### src/rtl/tas_pkg.sv
package tas_pkg;
  localparam int NCLS  = 4;
  localparam int CLS_W = 2;

  typedef enum logic [CLS_W-1:0] {
    CLS_SYNC   = 2'd0,
    CLS_CTRL   = 2'd1,
    CLS_STREAM = 2'd2,
    CLS_BULK   = 2'd3
  } tclass_e;
endpackage

### src/rtl/tas_gate_timer.sv
// Slot timer walking the cyclic gate list.
module tas_gate_timer #(
  parameter int GCL_DEPTH = 8,
  parameter int SLOT_W    = 16,
  parameter int NCLS      = 4
) (
  input  logic                        clk,
  input  logic                        rst_n,
  input  logic [GCL_DEPTH*NCLS-1:0]   gcl_mask_i,
  input  logic [GCL_DEPTH*SLOT_W-1:0] gcl_dur_i,
  output logic [NCLS-1:0]             gate_mask_o,
  output logic [SLOT_W-1:0]           remain_o,
  output logic                        list_end_o
);
  localparam int IDX_W = (GCL_DEPTH > 1) ? $clog2(GCL_DEPTH) : 1;

  logic [IDX_W-1:0]  idx_q, idx_d;
  logic [SLOT_W-1:0] el_q, el_d;
  logic [SLOT_W-1:0] dur_raw, dur_eff;
  logic              slot_end, last_entry;

  always_comb begin
    dur_raw     = gcl_dur_i[idx_q*SLOT_W +: SLOT_W];
    dur_eff     = (dur_raw == '0) ? SLOT_W'(1) : dur_raw;
    gate_mask_o = gcl_mask_i[idx_q*NCLS +: NCLS];
    slot_end    = (el_q >= dur_eff - SLOT_W'(1));
    last_entry  = (idx_q == IDX_W'(GCL_DEPTH-1));
    remain_o    = dur_eff - el_q;
    list_end_o  = slot_end && last_entry;
    el_d        = slot_end ? '0 : el_q + SLOT_W'(1);
    idx_d       = idx_q;
    if (slot_end) idx_d = last_entry ? '0 : idx_q + IDX_W'(1);
  end

  always_ff @(posedge clk or negedge rst_n) begin
    if (!rst_n) begin
      idx_q <= '0;
      el_q  <= '0;
    end else begin
      idx_q <= idx_d;
      el_q  <= el_d;
    end
  end
endmodule

### src/rtl/tas_link_arbiter.sv
// Frame-boundary strict-priority arbiter with guard band and oversize drain.
module tas_link_arbiter #(
  parameter int NCLS          = 4,
  parameter int CLS_W         = 2,
  parameter int LEN_W         = 8,
  parameter int SLOT_W        = 16,
  parameter int MAX_FRAME_LEN = 16
) (
  input  logic                  clk,
  input  logic                  rst_n,
  input  logic [NCLS-1:0]       valid_i,
  input  logic [NCLS-1:0]       last_i,
  input  logic [NCLS*LEN_W-1:0] len_i,
  input  logic [NCLS-1:0]       gate_i,
  input  logic [SLOT_W-1:0]     remain_i,
  output logic [NCLS-1:0]       ready_o,
  output logic                  acc_o,
  output logic [CLS_W-1:0]      acc_cls_o,
  output logic                  acc_last_o,
  output logic                  start_o,
  output logic                  busy_o,
  output logic [CLS_W-1:0]      cur_o,
  output logic [NCLS-1:0]       drop_evt_o
);
  logic             busy_q, busy_d;
  logic [CLS_W-1:0] cur_q, cur_d;
  logic [NCLS-1:0]  drop_mid_q, drop_mid_d;
  logic [NCLS-1:0]  oversize, fits, own, drain, elig, grant;
  logic [CLS_W-1:0] sel;
  logic             start;

  always_comb begin
    for (int c = 0; c < NCLS; c++) begin
      oversize[c] = 32'(len_i[c*LEN_W +: LEN_W]) > MAX_FRAME_LEN;
      fits[c]     = 32'(len_i[c*LEN_W +: LEN_W]) <= 32'(remain_i);
      own[c]      = busy_q && (cur_q == CLS_W'(c));
      drain[c]    = valid_i[c] && !drop_mid_q[c] && !own[c] && oversize[c];
      elig[c]     = gate_i[c] && valid_i[c] && !drop_mid_q[c] && !oversize[c] && fits[c];
    end
    sel = '0;
    for (int c = NCLS-1; c >= 0; c--) begin
      if (elig[c]) sel = CLS_W'(c);
    end
    start = !busy_q && (|elig);
    grant = '0;
    if (busy_q)     grant[cur_q] = 1'b1;
    else if (start) grant[sel]   = 1'b1;
    ready_o    = grant | drop_mid_q | drain;
    acc_cls_o  = busy_q ? cur_q : sel;
    acc_o      = (busy_q || start) && valid_i[acc_cls_o];
    acc_last_o = last_i[acc_cls_o];
    busy_d = busy_q;
    cur_d  = cur_q;
    if (acc_o) begin
      busy_d = !acc_last_o;
      cur_d  = acc_cls_o;
    end
    for (int c = 0; c < NCLS; c++) begin
      drop_mid_d[c] = drop_mid_q[c] ? !(valid_i[c] && last_i[c]) : (drain[c] && !last_i[c]);
    end
    drop_evt_o = drain;
    start_o    = start;
    busy_o     = busy_q;
    cur_o      = cur_q;
  end

  always_ff @(posedge clk or negedge rst_n) begin
    if (!rst_n) begin
      busy_q     <= 1'b0;
      cur_q      <= '0;
      drop_mid_q <= '0;
    end else begin
      busy_q     <= busy_d;
      drop_mid_q <= drop_mid_d;
      if (acc_o) cur_q <= cur_d;
    end
  end
endmodule

### src/rtl/tas_class_stats.sv
// Per-class peak depth, congestion and drop monitors.
module tas_class_stats #(
  parameter int DEPTH_W = 8,
  parameter int CNT_W   = 16
) (
  input  logic               clk,
  input  logic               rst_n,
  input  logic [DEPTH_W-1:0] depth_i,
  input  logic               pending_i,
  input  logic               gate_i,
  input  logic               list_end_i,
  input  logic               drop_i,
  output logic [DEPTH_W-1:0] peak_o,
  output logic [CNT_W-1:0]   cong_o,
  output logic [CNT_W-1:0]   drop_o
);
  logic pend_q, pend_d, seen_q, seen_d;
  logic cong_evt, peak_en, cong_en, drop_en;

  always_comb begin
    cong_evt = list_end_i && (pend_q || pending_i) && !(seen_q || gate_i);
    pend_d   = list_end_i ? 1'b0 : (pend_q || pending_i);
    seen_d   = list_end_i ? 1'b0 : (seen_q || gate_i);
    peak_en  = depth_i > peak_o;
    cong_en  = cong_evt && (cong_o != '1);
    drop_en  = drop_i && (drop_o != '1);
  end

  always_ff @(posedge clk or negedge rst_n) begin
    if (!rst_n) begin
      pend_q <= 1'b0;
      seen_q <= 1'b0;
      peak_o <= '0;
      cong_o <= '0;
      drop_o <= '0;
    end else begin
      pend_q <= pend_d;
      seen_q <= seen_d;
      if (peak_en) peak_o <= depth_i;
      if (cong_en) cong_o <= cong_o + CNT_W'(1);
      if (drop_en) drop_o <= drop_o + CNT_W'(1);
    end
  end
endmodule

### src/rtl/tas_egress_sched.sv
module tas_egress_sched
  import tas_pkg::*;
#(
  parameter int DATA_W        = 32,
  parameter int LEN_W         = 8,
  parameter int SLOT_W        = 16,
  parameter int GCL_DEPTH     = 8,
  parameter int MAX_FRAME_LEN = 16,
  parameter int DEPTH_W       = 8,
  parameter int CNT_W         = 16
) (
  input  logic                          clk,
  input  logic                          rst_n,
  input  logic [GCL_DEPTH*NCLS-1:0]     gcl_mask_i,
  input  logic [GCL_DEPTH*SLOT_W-1:0]   gcl_dur_i,
  input  logic [NCLS-1:0]               cls_valid_i,
  input  logic [NCLS-1:0]               cls_last_i,
  input  logic [NCLS*DATA_W-1:0]        cls_data_i,
  input  logic [NCLS*LEN_W-1:0]         cls_len_i,
  input  logic [NCLS*DEPTH_W-1:0]       cls_depth_i,
  output logic [NCLS-1:0]               cls_ready_o,
  output logic                          out_valid_o,
  output logic                          out_last_o,
  output logic [CLS_W-1:0]              out_cls_o,
  output logic [DATA_W-1:0]             out_data_o,
  output logic [NCLS-1:0]               gate_state_o,
  output logic [NCLS*DEPTH_W-1:0]       peak_depth_o,
  output logic [NCLS*CNT_W-1:0]         congest_cnt_o,
  output logic [NCLS*CNT_W-1:0]         drop_cnt_o
);
  logic [SLOT_W-1:0] remain;
  logic              list_end;
  logic              link_acc, acc_last, link_start, busy;
  logic [CLS_W-1:0]  link_sel, cur;
  logic [NCLS-1:0]   drop_evt;
  logic [DATA_W-1:0] acc_data;

  tas_gate_timer #(
    .GCL_DEPTH(GCL_DEPTH), .SLOT_W(SLOT_W), .NCLS(NCLS)
  ) u_timer (
    .clk(clk), .rst_n(rst_n),
    .gcl_mask_i(gcl_mask_i), .gcl_dur_i(gcl_dur_i),
    .gate_mask_o(gate_state_o), .remain_o(remain), .list_end_o(list_end)
  );

  tas_link_arbiter #(
    .NCLS(NCLS), .CLS_W(CLS_W), .LEN_W(LEN_W), .SLOT_W(SLOT_W),
    .MAX_FRAME_LEN(MAX_FRAME_LEN)
  ) u_arb (
    .clk(clk), .rst_n(rst_n),
    .valid_i(cls_valid_i), .last_i(cls_last_i), .len_i(cls_len_i),
    .gate_i(gate_state_o), .remain_i(remain),
    .ready_o(cls_ready_o), .acc_o(link_acc), .acc_cls_o(link_sel),
    .acc_last_o(acc_last), .start_o(link_start), .busy_o(busy),
    .cur_o(cur), .drop_evt_o(drop_evt)
  );

  for (genvar c = 0; c < NCLS; c++) begin : g_stats
    tas_class_stats #(.DEPTH_W(DEPTH_W), .CNT_W(CNT_W)) u_stats (
      .clk(clk), .rst_n(rst_n),
      .depth_i(cls_depth_i[c*DEPTH_W +: DEPTH_W]),
      .pending_i(cls_valid_i[c]),
      .gate_i(gate_state_o[c]),
      .list_end_i(list_end),
      .drop_i(drop_evt[c]),
      .peak_o(peak_depth_o[c*DEPTH_W +: DEPTH_W]),
      .cong_o(congest_cnt_o[c*CNT_W +: CNT_W]),
      .drop_o(drop_cnt_o[c*CNT_W +: CNT_W])
    );
  end

  always_comb acc_data = cls_data_i[link_sel*DATA_W +: DATA_W];

  always_ff @(posedge clk or negedge rst_n) begin
    if (!rst_n) begin
      out_valid_o <= 1'b0;
      out_last_o  <= 1'b0;
      out_cls_o   <= '0;
      out_data_o  <= '0;
    end else begin
      out_valid_o <= link_acc;
      if (link_acc) begin
        out_last_o <= acc_last;
        out_cls_o  <= link_sel;
        out_data_o <= acc_data;
      end
    end
  end
endmodule

### config.mk
export PLATFORM = sky130hd
export DESIGN_NAME = tas_egress_sched
export DESIGN_NICKNAME = d
export VERILOG_FILES = /design/src/rtl/tas_pkg.sv /design/src/rtl/tas_gate_timer.sv /design/src/rtl/tas_link_arbiter.sv /design/src/rtl/tas_class_stats.sv /design/src/rtl/tas_egress_sched.sv
export SDC_FILE = /design/constraint.sdc
export NUM_CORES = 1
export LEC_CHECK = 0
export BUFFER_PORTS_ARGS = -buffer_cell sky130_fd_sc_hd__buf_2
export CAP_MARGIN = 20
export CORE_AREA = 2 2 223 225
export DETAILED_ROUTE_END_ITERATION = 12
export DIE_AREA = 0 0 225 227
export HOLD_SLACK_MARGIN = 0.1
export SLEW_MARGIN = 30
export SYNTH_ARGS = -nofsm -noshare
export SYNTH_HDL_FRONTEND = slang
export SYNTH_SLANG_ARGS = --single-unit
### constraint.sdc
create_clock -name clk -period 8.6 [get_ports clk]
set_clock_uncertainty 0.15 [all_clocks]
set_input_delay 0.43 -clock clk [delete_from_list [all_inputs] [get_ports clk]]
set_output_delay 0.43 -clock clk [all_outputs]
set_load 0.03 [all_outputs]
Word level (Yosys, flattened, before mapping)
Index checks and enable logic that the tools add are counted.
{ "op_classes": {"add_sub_neg": 12, "order_cmp": 18, "n_eq_ne": 12, "n_shift": 3, "mux": 30, "bitwise_logic": 2, "reduce_logical": 99} }
{ "op_table": {"columns": ["op", "n"], "rows": [
  ["$add A16 B1 Y16 const B", 9],
  ["$ne A16 B16 Y1 const B", 8],
  ["$shiftx A128 B8 Y16", 1],
  ["$shiftx A128 B8 Y32", 1],
  ["$le A8 B16 Y1", 4],
  ["$logic_and A1 B1 Y1", 61],
  ["$gt A8 B5 Y1 const B", 4],
  ["$gt A8 B8 Y1", 4],
  ["$mux W16", 2],
  ["$shiftx A32 B6 Y4", 1],
  ["$logic_not A1 Y1", 26],
  ["$ge A16 B16 Y1", 1],
  ["$logic_not A16 Y1", 1],
  ["$mux W1", 16],
  ["$sub A16 B1 Y16 const B", 1],
  ["$sub A16 B16 Y16", 1],
  ["$mux W2", 5],
  ["$logic_or A1 B1 Y1", 9],
  ["$lt A2 B3 Y1 const B", 3],
  ["$mux W4", 2],
  ["$or A4 B4 Y4", 2],
  ["$bmux W1 S2", 2],
  ["$demux W1 S2", 2],
  ["$eq A2 B2 Y1 const B", 2],
  ["other kinds (7)", 8]
]} }
{ "totals": {"register_bits": 228, "in_bits": 362, "out_inout_bits": 204, "wordCells": 204} }

Depth between registers and ports, before layout
Gate-level depths: netlist of run 1.
{ "depth": {"word_depth": 18, "mapped_depth": 31, "ltp_nobuf": 25} }

Cells and area by module
From an unflattened synthesis of run 1, not the netlist that was laid out.
{ "unflattened": {"cells_unflattened": 1562, "area_unflattened_um2": 15974.1} }
{ "by_module_without_submodules": {"columns": ["mod", "instances", "cells_each", "area_each_um2", "seq_area_each_um2"], "rows": [
  ["tas_class_stats", 4, 186, 2078.2, 1051.0],
  ["tas_gate_timer", 1, 449, 3913.8, 475.5],
  ["tas_egress_sched", 1, 187, 2227.1, 900.9],
  ["tas_link_arbiter", 1, 182, 1520.2, 175.2]
]} }

Worst setup path after synthesis of run 1
OpenSTA, ideal clock, no wires.
{ "synth_timing": {"path_type": "register to register", "start": "reg u_timer.idx_q[0]", "end": "reg out_data_o[10]", "setup_ps": 127, "arrival_time_ps": 6908, "required_ps": 8323, "path_slack_ps": 1414, "path_stages_with_launch": 29, "path_buffers": 7, "synth_period_minus_slack_ps": 7186, "cell_sequence": "dfrtp_1 -> buf_2 -> buf_2 -> buf_2 -> buf_2 -> buf_2 -> mux4_2 -> mux2_2 -> nor2_1 -> nand3_1 -> o41ai_1 -> inv_1 -> ha_1 -> inv_1 -> fa_1 -> a211oi_1 -> o211a_1 -> nor3_1 -> maj3_1 -> a32o_1 -> o22ai_1 -> o31a_1 -> or2_1 -> o21ai_2 -> buf_2 -> buf_4 -> mux2i_1 -> mux2i_1 -> mux2_1"} }
{ "synth_between": {"elab_chain_len": 14, "elab_cells_between_ends": 37, "classes_between": "add/sub (1); order compare (4); shift (3); mux (8); reduce/logical (21)"} }
{ "synth_rtl": {"columns": ["item", "line_no", "source"], "rows": [
  ["start, declared", "tas_gate_timer.sv:17", "logic [IDX_W-1:0] idx_q, idx_d;"],
  ["start signal, assigned", "tas_gate_timer.sv:40", "idx_q <= idx_d;"],
  ["branches (longest 14 deep; another with $sub A16 B16 Y16)", null, null],
  ["end signal, assigned", "tas_egress_sched.sv:85", "out_data_o <= acc_data;"],
  ["end, declared", "tas_egress_sched.sv:25", "output logic [DATA_W-1:0] out_data_o,"]
]} }
Several ways; the timed one is not identified. The select of a mux whose other input is x is not followed.
A chain may end at the register's enable or synchronous reset.

Worst setup path in the final report of run 1
{ "layout_timing": {"start": "reg u_timer.idx_q[0]", "end": "out cls_ready_o[3]"} }
{ "layout_between": {"elab_chain_len": 18, "elab_cells_between_ends": 40, "classes_between": "add/sub (1); order compare (6); shift (2); mux (9); bitwise (2); reduce/logical (20)"} }
{ "layout_rtl": {"columns": ["item", "line_no", "source"], "rows": [
  ["$shiftx A128 B8 Y16", "tas_gate_timer.sv:23", "dur_raw = gcl_dur_i[idx_q*SLOT_W +: SLOT_W];"],
  ["$logic_not A16 Y1", "tas_gate_timer.sv:24", "dur_eff = (dur_raw == '0) ? SLOT_W'(1) : dur_raw;"],
  ["$mux W16", "tas_gate_timer.sv:24", null],
  ["$sub A16 B16 Y16", "tas_gate_timer.sv:28", "remain_o = dur_eff - el_q;"],
  ["$le A8 B16 Y1", "tas_link_arbiter.sv:35", "fits[c] = 32'(len_i[c*LEN_W +: LEN_W]) <= 32'(remain_i);"],
  ["$logic_and A1 B1 Y1", "tas_link_arbiter.sv:38", "elig[c] = gate_i[c] && valid_i[c] && !drop_mid_q[c] && !oversize[c] && fits[c];"],
  ["$mux W2 (4 in a row)", "tas_link_arbiter.sv:42", "if (elig[c]) sel = CLS_W'(c);"],
  ["$lt A2 B3 Y1 (implied by the code) or $ge A2 B1 Y1 (tied branches)", "tas_link_arbiter.sv:47", "else if (start) grant[sel] = 1'b1;"],
  ["$logic_and A1 B1 Y1 (implied by the code)", "tas_link_arbiter.sv:47", null],
  ["$mux W1 (implied by the code)", "tas_link_arbiter.sv:47", null],
  ["$demux W1 S2", null, null],
  ["$mux W4 (*)", "tas_link_arbiter.sv:47", null],
  ["$mux W4 (*)", "tas_link_arbiter.sv:46", "if (busy_q) grant[cur_q] = 1'b1;"],
  ["$or A4 B4 Y4 (*) (2 in a row)", "tas_link_arbiter.sv:48", "ready_o = grant | drop_mid_q | drain;"],
  ["end, declared", "tas_egress_sched.sv:21", "output logic [NCLS-1:0] cls_ready_o,"]
]} }
Mark *: on every way between the ends. The rest lies on a longest branch, timed or not.

==> results of run 1 <==
what timing repair did:
action,CTS,global route
setup endpoints to repair,0,23
endpoints found under the hold margin,131,0
hold buffers,54,0
resized for setup,0,2
worst reg2reg max path, cell delays in order (launching register included):
cell	delay (ps)
dfrtp_4	650
buf_4	360
mux4_2	530
mux2i_1	260
nand2_1	150
or3_1	380
o41ai_2	520
inv_1	160
ha_1	230
nand2b_1	160
a21oi_1	270
o21ai_0	170
xnor2_1	440
ha_1	350
nand3_1	100
nor2_1	60
o21ai_0	80
o21ai_0	100
a221oi_1	390
a22o_1	230
nor2_1	80
o21ai_4	190
buf_6	600
mux2i_1	480
mux2i_1	160
mux2_1	320
power by group through the flow:
stage | Clock (mW) | Sequential, mW | Combinational [mW]
floorplan | 0 | 1.93 | 1.27
global placement | 0 | 1.55 | 2.41
detailed placement | 0 | 1.56 | 2.45
CTS | 1.36 | 1.55 | 2.49
global route | 1.41 | 1.58 | 2.71
finish | 1.32 | 1.55 | 2.47
worst max-delay path by stage:
stage	startpoint	end	slack [ps]	depth (start not counted)
after floorplan	u_timer.idx_q[0]	out_data_o[10]	1410	28
after CTS	u_timer.idx_q[0]	out_data_o[29]	260	25
after detailed placement	u_timer.idx_q[0]	out_data_o[29]	310	25
after global placement	u_timer.idx_q[0]	out_data_o[29]	560	24
final	u_timer.idx_q[0]	cls_ready_o[3]	810	24
after global routing	u_timer.idx_q[0]	cls_ready_o[3]	80	24
cell families after synthesis:
family                     Yosys count  share of synthesized area
buffers and inverters              128                     0.0359
muxes                              227                      0.189
and+or+nand+nor                    460                      0.151
AOI/OAI and AO/OA                  178                     0.0757
DFF                                228                      0.375
xor gates and xnor gates           149                     0.0859
adders and majority gates          105                     0.0868
layout by cell type, fill, tap and decap left out, types with 21 or more instances in the layout:
cell,synthesis,layout
buf_2,13,564
dfrtp_1,228,226
nand2_1,117,117
mux2i_1,112,112
ha_1,103,103
xnor2_1,99,99
nor2_1,90,90
inv_1,83,83
nand3_1,59,59
dlygate4sd3_1,0,54
xor2_1,50,50
mux2_2,45,45
o21ai_0,45,45
mux4_2,40,40
and3_1,40,40
nor3_1,37,37
a21oi_1,36,36
nand4_1,33,33
mux2_1,29,29
clkbuf_16,0,29
a21o_1,21,21
per-layer routing:
metal	track usage	vias to the layer above
li1	-	6544
met1	0.255	6656
met2	0.362	461
met3	0.0346	73
met4	0.0673	0
met5	0	-
synthesized netlist by cell type, types with 3 or more instances:
master / count / area, um^2
o21ai_1: 4 / 20.0
mux2_2: 45 / 507
mux2i_1: 112 / 1120
and2_1: 4 / 25.0
mux4_2: 40 / 901
ha_1: 103 / 1290
nand3_1: 59 / 295
nor2b_1: 15 / 93.8
o211ai_1: 9 / 67.6
buf_4: 7 / 52.6
and3_1: 40 / 250
buf_1: 6 / 22.5
nor4b_1: 6 / 52.6
nor4_1: 8 / 50.1
o21a_1: 14 / 105
a221oi_1: 3 / 26.3
o22ai_1: 3 / 18.8
a21o_1: 21 / 158
buf_2: 13 / 65.1
nor3_1: 37 / 185
a31oi_1: 10 / 62.6
nor2_1: 90 / 338
and4_1: 13 / 114
nand4_1: 33 / 206
clkbuf_1: 16 / 60.1
nand2_1: 117 / 439
nand2b_1: 18 / 113
o31ai_1: 3 / 22.5
dfrtp_1: 228 / 5710
xnor2_1: 99 / 867
or2_2: 3 / 18.8
o21ai_0: 45 / 225
xor2_1: 50 / 438
inv_1: 83 / 312
mux2_1: 29 / 327
or3_1: 11 / 68.8
buf_6: 3 / 33.8
a21oi_1: 36 / 180
o41ai_1: 5 / 43.8
area by class of cell:
class	count	area share
clock inverter	10	0.00967
inverter	83	0.0153
sequential	228	0.281
timing repair buffer	632	0.172
multi-input combinational	1119	0.442
clock buffer	44	0.0415
tap	622	0.0383
antenna	3	0.000370
flip-flops by register name, indices dropped and copies added, names as in the netlist, 2 cells and up:
register,flops
g_stats.u_stats.seen_q,4
u_timer.idx_q,3
u_arb.drop_mid_q,4
u_timer.el_q,16
out_data_o,32
g_stats.u_stats.cong_o,64
g_stats.u_stats.pend_q,4
u_arb.cur_o,2
g_stats.u_stats.drop_o,64
g_stats.u_stats.peak_o,32
stage by stage:
stage | hold WS (ps) | total power, mW | utilization
floorplan | -15.6 | 3.20 | -
global placement | 307 | 3.96 | 0.385
detailed placement | 314 | 4.01 | 0.385
CTS | 100 | 5.40 | 0.418
global route | 134 | 5.70 | 0.418
finish | 131 | 5.34 | 0.418
==> metrics, run 1 <==
P_sw=approximately 2.2 mW; Worst setup SP type=flip-flop; maximum VDD drop=approximately 0.14 mV; Fillers=approximately 4,800; DRT Pass-1 Iters=5; fin nets=~2,600; Data arrival, critical path=between 7000 and 8000 ps; wl on met1=~23,000 um; routability cong.=approximately 0.94; combinational power share=0.462; IO Count=between 500 and 600; EDFF count, synth=0; root buf cell=clkbuf_16; hold crit path type=primary input to flip-flop; area occupied by multi-input gates=8980 um^2; Net Count, Synth=just under 2,000; placed instance area=approximately 19,000 um^2; first-pass GRT wire length=just over 80,000 um; Residual DRC=0; Hold Fails Final Rpt=0; slew margin rel.=0.381; endpoints failing setup=0; vias in the first global route=approximately 14,000; hold endpoint=out_data_o[27]; Clock Sinks=228; critical path type=flip-flop to primary output; post-synthesis cell area=~15,000 um^2; starting density of the core=0.313; Slew Limit Fails=0; critical path's slowest cell=dfrtp_4; largest net degree at the start of global routing=90; CP dominant cell by count=o21ai_0; synthesized flop and latch total=around 230; Max-Cap Viols=0; routed vias=about 14,000; Die Footprint=roughly 50,000 um^2; Top Family by Delay on Critical Path=compound AO/OA/AOI/OAI gates; setup TNS=0 ps; First DRT Iteration DRCs=approximately 710; final wirelength=between 50,000 and 60,000 um; Clock Power Share=0.248; met2 WL post-DR=approximately 27,000 um; DP Cell Count=2,629; CP Cell Sequence=buf_4, mux4_2, mux2i_1, nand2_1, or3_1, o41ai_2, inv_1, ha_1, nand2b_1, a21oi_1, o21ai_0, xnor2_1, ha_1, nand3_1, nor2_1, o21ai_0, o21ai_0, a221oi_1, a22o_1, nor2_1, or2_2, or3_1, nand3_1, buf_2; CTS tree=yes; Reg2Reg Setup Slack=approximately 900 ps; Via-to-Cell Ratio=around 5; sequential share of power=0.290; Worst Hold Depth=4; Switching Share=0.418; Worst path max stage delay=650 ps; synthesized instance count=around 1,500; Clock transition at path regs=approximately 60 ps; Highest Signal Layer=met4; RR Endpoint=out_data_o[29]; Post-CTS Setup Bufs=0; Main synth FF type=dfrtp_1; slack of the critical path=approximately 810 ps; unrepaired setup endpoints after global routing=no; Worst Path Buf+Inv=3; crit-path max FO=19; total track usage=0.205; min Tclk post-route=just under 8000 ps; die outline width=between 200 and 250 um; Area growth syn-to-layout=33.6%; share of cells above drive strength 1=0.341; crit path capture type=primary output; Netlist cell types=~70; leakage=between 9 and 10 nW; Row Count=81; WL met3=3220 um; total CTS buffers=29; H-tree level count=1; sequential cell area=roughly 5700 um^2; GRT Residual Overflow=0; initial antenna violation count=4; post-route cell area=between 20,000 and 25,000 um^2; Hold Startpoint=cls_data_i[123]; pwr dens=about 260 nW/um^2; Routed Antenna Nets=0; outcome=completed; clk buf depth=3; register area share after synthesis=0.375; port bufs=approximately 570; worst path required time=approximately 8000 ps; reg2reg start=u_timer.idx_q[0]; Max Freq=128 MHz; Syn Area/Cell=10.3 um^2; post-route clock period utilization=0.906; ys async rst share=1.00; WL/cell=~20 um; core area=~49,000 um^2; Reg2Reg Depth=25; Internal Pwr Total=~3.1 mW; die span in y=around 230 um; DP HPWL=roughly 44,000 um; DP Worst Slack=a little over 300 ps; yosys warns=0; Non-Filler Instances=2,741; Worst-Skew Late Latency=around 580 ps; actual slew at the worst max-slew pin=roughly 900 ps
Note: power is estimated with default switching activity, not from simulation.
==> inputs of run 2 (changes only) <==
Settings changed: RECOVER_POWER set to 25.
==> run 2 against run 1 <==
Against the previous run: clock-buffer cell count unchanged; global-route usage unchanged; maximum frequency decreased by 0.29%; the run now ends with max-capacitance violations, max-slew violations left.
==> metrics, run 2 (synthesis gave the netlist of run 1 again) <==
outcome=complete, but fails checks; failing checks=max-capacitance violations, max-slew violations; Clock Sinks=about 230; CTS tree=yes; setup TNS=0 ps; routability cong.=about 0.94; critical path type=flip-flop to primary output; largest net degree at the start of global routing=90; leakage=approximately 9.7 nW; reg2reg start=u_timer.idx_q[0]; Non-Filler Instances=~2,700; critical path's slowest cell=dfrtp_4; Post-CTS Setup Bufs=0; biggest regs=g_stats.u_stats.cong_o (64), g_stats.u_stats.drop_o (64); Fillers=4,797; Data arrival, critical path=slightly above 7000 ps; Hold Fails Final Rpt=0; Highest Signal Layer=met4; Worst Hold Depth=4; Worst setup SP type=flip-flop; RR Endpoint=out_data_o[29]; hold endpoint=out_data_o[27]; Worst Path Buf+Inv=3; final wirelength=between 50,000 and 60,000 um; share of cells above drive strength 1=0.304; Top Family by Delay on Critical Path=compound AO/OA/AOI/OAI gates; Die Footprint=51,100 um^2; Worst path max stage delay=~650 ps; root buf cell=clkbuf_16; slew margin rel.=-2.70; endpoints failing setup=0; Clock transition at path regs=60 ps; Area growth syn-to-layout=32.9%; post-route clock period utilization=0.908; crit path capture type=primary output; commonest non-fill, non-tap cell in the layout=buf_2; Row Count=slightly above 80; crit-path max FO=19; Max-Cap Viols=1; routed vias=13,691; maximum VDD drop=between 0.1 and 0.15 mV; wl on met1=22,700 um; Routed Antenna Nets=0; Slew Limit Fails=90; vias in the first global route=13,726; IO Count=~570; total track usage=0.205; H-tree level count=1; Via-to-Cell Ratio=about 5.0; Residual DRC=0; Min Hold Slack=roughly 130 ps; Reg2Reg Setup Slack=about 900 ps; Max Freq=between 100 and 150 MHz; WL/cell=19.9 um; actual slew at the worst max-slew pin=about 5500 ps; commonest cells after routing, fill and taps aside=486 x buf_2, 226 x dfrtp_1, 117 x nand2_1; die outline width=between 200 and 250 um; CP Cell Sequence=buf_4, mux4_2, mux2i_1, nand2_1, or3_1, o41ai_2, inv_1, ha_1, nand2b_1, a21oi_1, o21ai_0, xnor2_1, ha_1, nand3_1, nor2_1, o21ai_0, o21ai_0, a221oi_1, a22o_1, nor2_1, or2_2, or3_1, nand3_1, buf_2; die span in y=~230 um; Reg2Reg Depth=25; min Tclk post-route=7810 ps; total CTS buffers=29; core area=roughly 50,000 um^2; Worst-Skew Late Latency=580 ps; port bufs=between 500 and 600; pwr dens=roughly 260 nW/um^2; first-pass GRT wire length=approximately 81,000 um; hold crit path type=primary input to flip-flop; Hold Startpoint=cls_data_i[123]; clk buf depth=3; CP dominant cell by count=o21ai_0; DP HPWL=about 44,000 um; starting density of the core=0.313; First DRT Iteration DRCs=about 670; DP Cell Count=around 2,600; unrepaired setup endpoints after global routing=no; met2 WL post-DR=around 27,000 um; DRT Pass-1 Iters=5; GRT Residual Overflow=0; WL met3=roughly 3200 um; fin nets=2,559; worst path required time=between 8000 and 9000 ps; initial antenna violation count=4
-- run 2: cell types whose count changed in the layout (fill, tap and decap cells not counted), sizes merged --
cell and change:
buf -79, clkbuf +79
-- run 2: routing by layer --
metal	vias up	track usage
met3	75	0.0346
met1	6638	0.255
met5	-	0
met4	0	0.0673
met2	437	0.362
li1	6541	-
-- run 2: timing repair --
action                                 4_1_cts  5_1_grt
setup endpoints to repair                    0       23
hold buffers                                54        0
endpoints found under the hold margin      131        0
gates resized for setup                      0        2
-- run 2: worst max-delay path by stage --
| stage | start | endpoint | slack [ps] | cells past startpoint |
|---|---|---|---|---|
| 3_5_place_dp | u_timer.idx_q[0] | out_data_o[29] | 310 | 25 |
| 5_1_grt | u_timer.idx_q[0] | cls_ready_o[3] | 80 | 24 |
| 3_3_place_gp | u_timer.idx_q[0] | out_data_o[29] | 560 | 24 |
| 6_report | u_timer.idx_q[0] | cls_ready_o[3] | 790 | 24 |
| 4_1_cts | u_timer.idx_q[0] | out_data_o[29] | 260 | 25 |
| 2_1_floorplan | u_timer.idx_q[0] | out_data_o[10] | 1410 | 28 |
-- run 2: cell type report --
| cell class | count | area, um^2 | share of cell area |
|---|---|---|---|
| Multi-Input combinational cell | 1119 | 8980 | 0.445 |
| Clock buffer | 44 | 842 | 0.0417 |
| Antenna cell | 3 | 7.51 | 0.000372 |
| Clock inverter | 10 | 196 | 0.00972 |
| Timing Repair Buffer | 632 | 3380 | 0.167 |
| Inverter | 83 | 312 | 0.0154 |
| Tap cell | 622 | 778 | 0.0385 |
| Sequential cell | 228 | 5710 | 0.283 |
-- run 2: metrics by stage --
step / utilization / worst slack [ps] / instance area, um^2 / power (mW)
final: 0.416 / 789 / 20200 / 5.30
after global routing: 0.416 / 80.7 / 20200 / 5.66
after floorplan: - / 1410 / 15200 / 3.20
after global placement: 0.385 / 555 / 18700 / 3.96
after CTS: 0.418 / 262 / 20300 / 5.40
after detailed placement: 0.385 / 310 / 18700 / 4.01
-- run 2: tightest hold or removal path: stages --
cell,delay [ps]
buf_2,70
mux2i_1,60
mux2i_1,130
mux2_1,140
-- run 2: power breakdown --
| group | internal, mW | switching, mW |
|---|---|---|
| clock network | 0.825 | 0.497 |
| registers | 1.32 | 0.232 |
| logic | 0.924 | 1.50 |
==> inputs of run 3 (changes only) <==
Settings changed: CORE_AREA 2 2 223 225 to not set, CORE_ASPECT_RATIO set to 0.75, CORE_UTILIZATION set to 30, DIE_AREA 0 0 225 227 to not set.
Clock period 8.6 ns to 9.7 ns, I/O delays scaled along.
==> run 3 against run 2 <==
Against the previous run: the flow still finishes with violations (max-capacitance violations, max-slew violations); critical path depth is the same; sequential share of layout area grew 0.13 points; non-clock buffer count fell by 8; sequential power down 12%; first-iteration DRC count rose by 18%.
==> metrics, run 3 (synthesis gave the netlist of run 1 again) <==
outcome=complete, but fails checks; failing checks=max-capacitance violations, max-slew violations; Area growth syn-to-layout=32.2%; Clock transition at path regs=70 ps; GRT met2 Usage=0.322; Worst setup SP type=flip-flop; post-route clock period utilization=0.876; met3 usage=0.0543; die outline width=about 260 um; Residual DRC=0; final wirelength=roughly 56,000 um; Die Footprint=approximately 52,000 um^2; largest net degree at the start of global routing=between 90 and 100; min Tclk post-route=8500 ps; maximum VDD drop=between 0.1 and 0.15 mV; starting density of the core=0.303; endpoints failing setup=0; fin nets=around 2,500; hold crit path type=primary input to flip-flop; Max Freq=118 MHz; routed vias=between 10,000 and 15,000; actual slew at the worst max-slew pin=approximately 5300 ps; Routed Antenna Nets=0; First DRT Iteration DRCs=783; Max-Cap Viols=1; total CTS buffers=27; Via-to-Cell Ratio=around 4.9; initial antenna violation count=18; port bufs=approximately 570; WL/cell=20.3 um; vias in the first global route=roughly 13,000; slew margin rel.=-2.55; share of cells above drive strength 1=0.310; first-pass GRT wire length=~82,000 um; final core occ=0.401; crit-path max FO=22; IO Count=~570; pwr dens=around 230 nW/um^2; Row Count=approximately 70; DP HPWL=45,900 um; commonest cells after routing, fill and taps aside=494 x buf_2, 227 x dfrtp_1, 117 x nand2_1; Hold Fails Final Rpt=0; Clock Sinks=between 200 and 250; critical path type=flip-flop to primary output; root buf cell=clkbuf_16; commonest non-fill, non-tap cell in the layout=buf_2; core area=~50,000 um^2; Slew Limit Fails=97; crit path capture type=primary output; DRT Pass-1 Iters=5; biggest regs=g_stats.u_stats.cong_o (64), g_stats.u_stats.drop_o (64); worst path required time=9070 ps; met1 global-route usage=0.291; Min Hold Slack=between 150 and 200 ps; GRT Residual Overflow=0; grt peak-use layer=met2; Worst-Skew Late Latency=570 ps; Data arrival, critical path=just under 8000 ps; Fillers=roughly 5,000; routability cong.=a little over 1; leakage=around 9.6 nW; unrepaired setup endpoints after global routing=no; total track usage=0.209; CTS tree=yes; die span in y=between 150 and 200 um; CTS resizes=0; H-tree level count=1; total power=between 4 and 5 mW; setup TNS=0 ps; clk buf depth=3
-- run 3: what timing repair did --
action,4_1_cts,5_1_grt
hold buffers,45,0
endpoints found under the hold margin,134,0
endpoints found under the setup margin,0,0
setup buffers,0,0
-- run 3: path summary, 6_finish.rpt --
| check | to | startpoint | cells past startpoint | slack [ps] |
|---|---|---|---|---|
| max reg2reg | out_data_o[21] | u_timer.idx_q[0] | 26 | 1520 |
| min | out_data_o[29] | cls_data_i[29] | 4 | 190 |
| max | cls_ready_o[3] | u_timer.idx_q[0] | 24 | 1200 |
| min reg2reg | g_stats[1].u_stats.pend_q | g_stats[1].u_stats.pend_q | 2 | 320 |
| min in group asynchronous | out_data_o[5] | rst_n | 2 | 2250 |
| max in group asynchronous | g_stats[2].u_stats.drop_o[0] | rst_n | 2 | 4130 |
-- run 3: metal layers --
layer	wire length, um	up-vias	part of all wire
met5	56	-	0.0010
met4	1210	8	0.022
met3	4070	68	0.072
met2	24800	401	0.44
met1	26000	6647	0.46
li1	-	6551	-
-- run 3: power by group --
part	total [mW]	switching (mW)	internal, mW
Sequential	1.36	0.187	1.17
Combinational	2.14	1.33	0.814
Clock	1.08	0.439	0.645
-- run 3: worst max-delay path, stage by stage, from the launching register on --
cell	delay [ps]
dfrtp_2	820
buf_4	390
buf_4	270
mux4_2	510
mux2_2	310
or3_1	410
o41ai_1	610
inv_1	190
ha_1	240
nand2b_1	170
a21oi_1	280
o21ai_0	180
xnor2_1	440
ha_1	360
nand3_1	100
nor2_1	60
o21ai_0	60
o21ai_0	90
a221oi_1	430
a22o_1	220
nor2_1	90
or2_2	310
or3_1	320
nand3_1	180
buf_2	250
-- run 3: through the flow --
stage / area (um^2) / cells / setup WS [ps]
2_1_floorplan: 15200 / 1475 / 2510
3_3_place_gp: 18700 / 2664 / 1520
3_5_place_dp: 18800 / 2665 / 1490
4_1_cts: 20200 / 2758 / 1060
5_1_grt: 20100 / 2768 / 601
6_report: 20100 / 2769 / 1200
-- run 3: layout make-up --
| cell class | instances | area, um^2 | share of cell area |
|---|---|---|---|
| antenna | 10 | 25.0 | 0.00125 |
| clock buffer | 35 | 776 | 0.0386 |
| clock inverter | 13 | 168 | 0.00834 |
| inverter | 83 | 312 | 0.0155 |
| multi-input combinational | 1119 | 8970 | 0.446 |
| sequential | 228 | 5710 | 0.284 |
| tap | 657 | 822 | 0.0409 |
| timing repair buffer | 624 | 3310 | 0.165 |
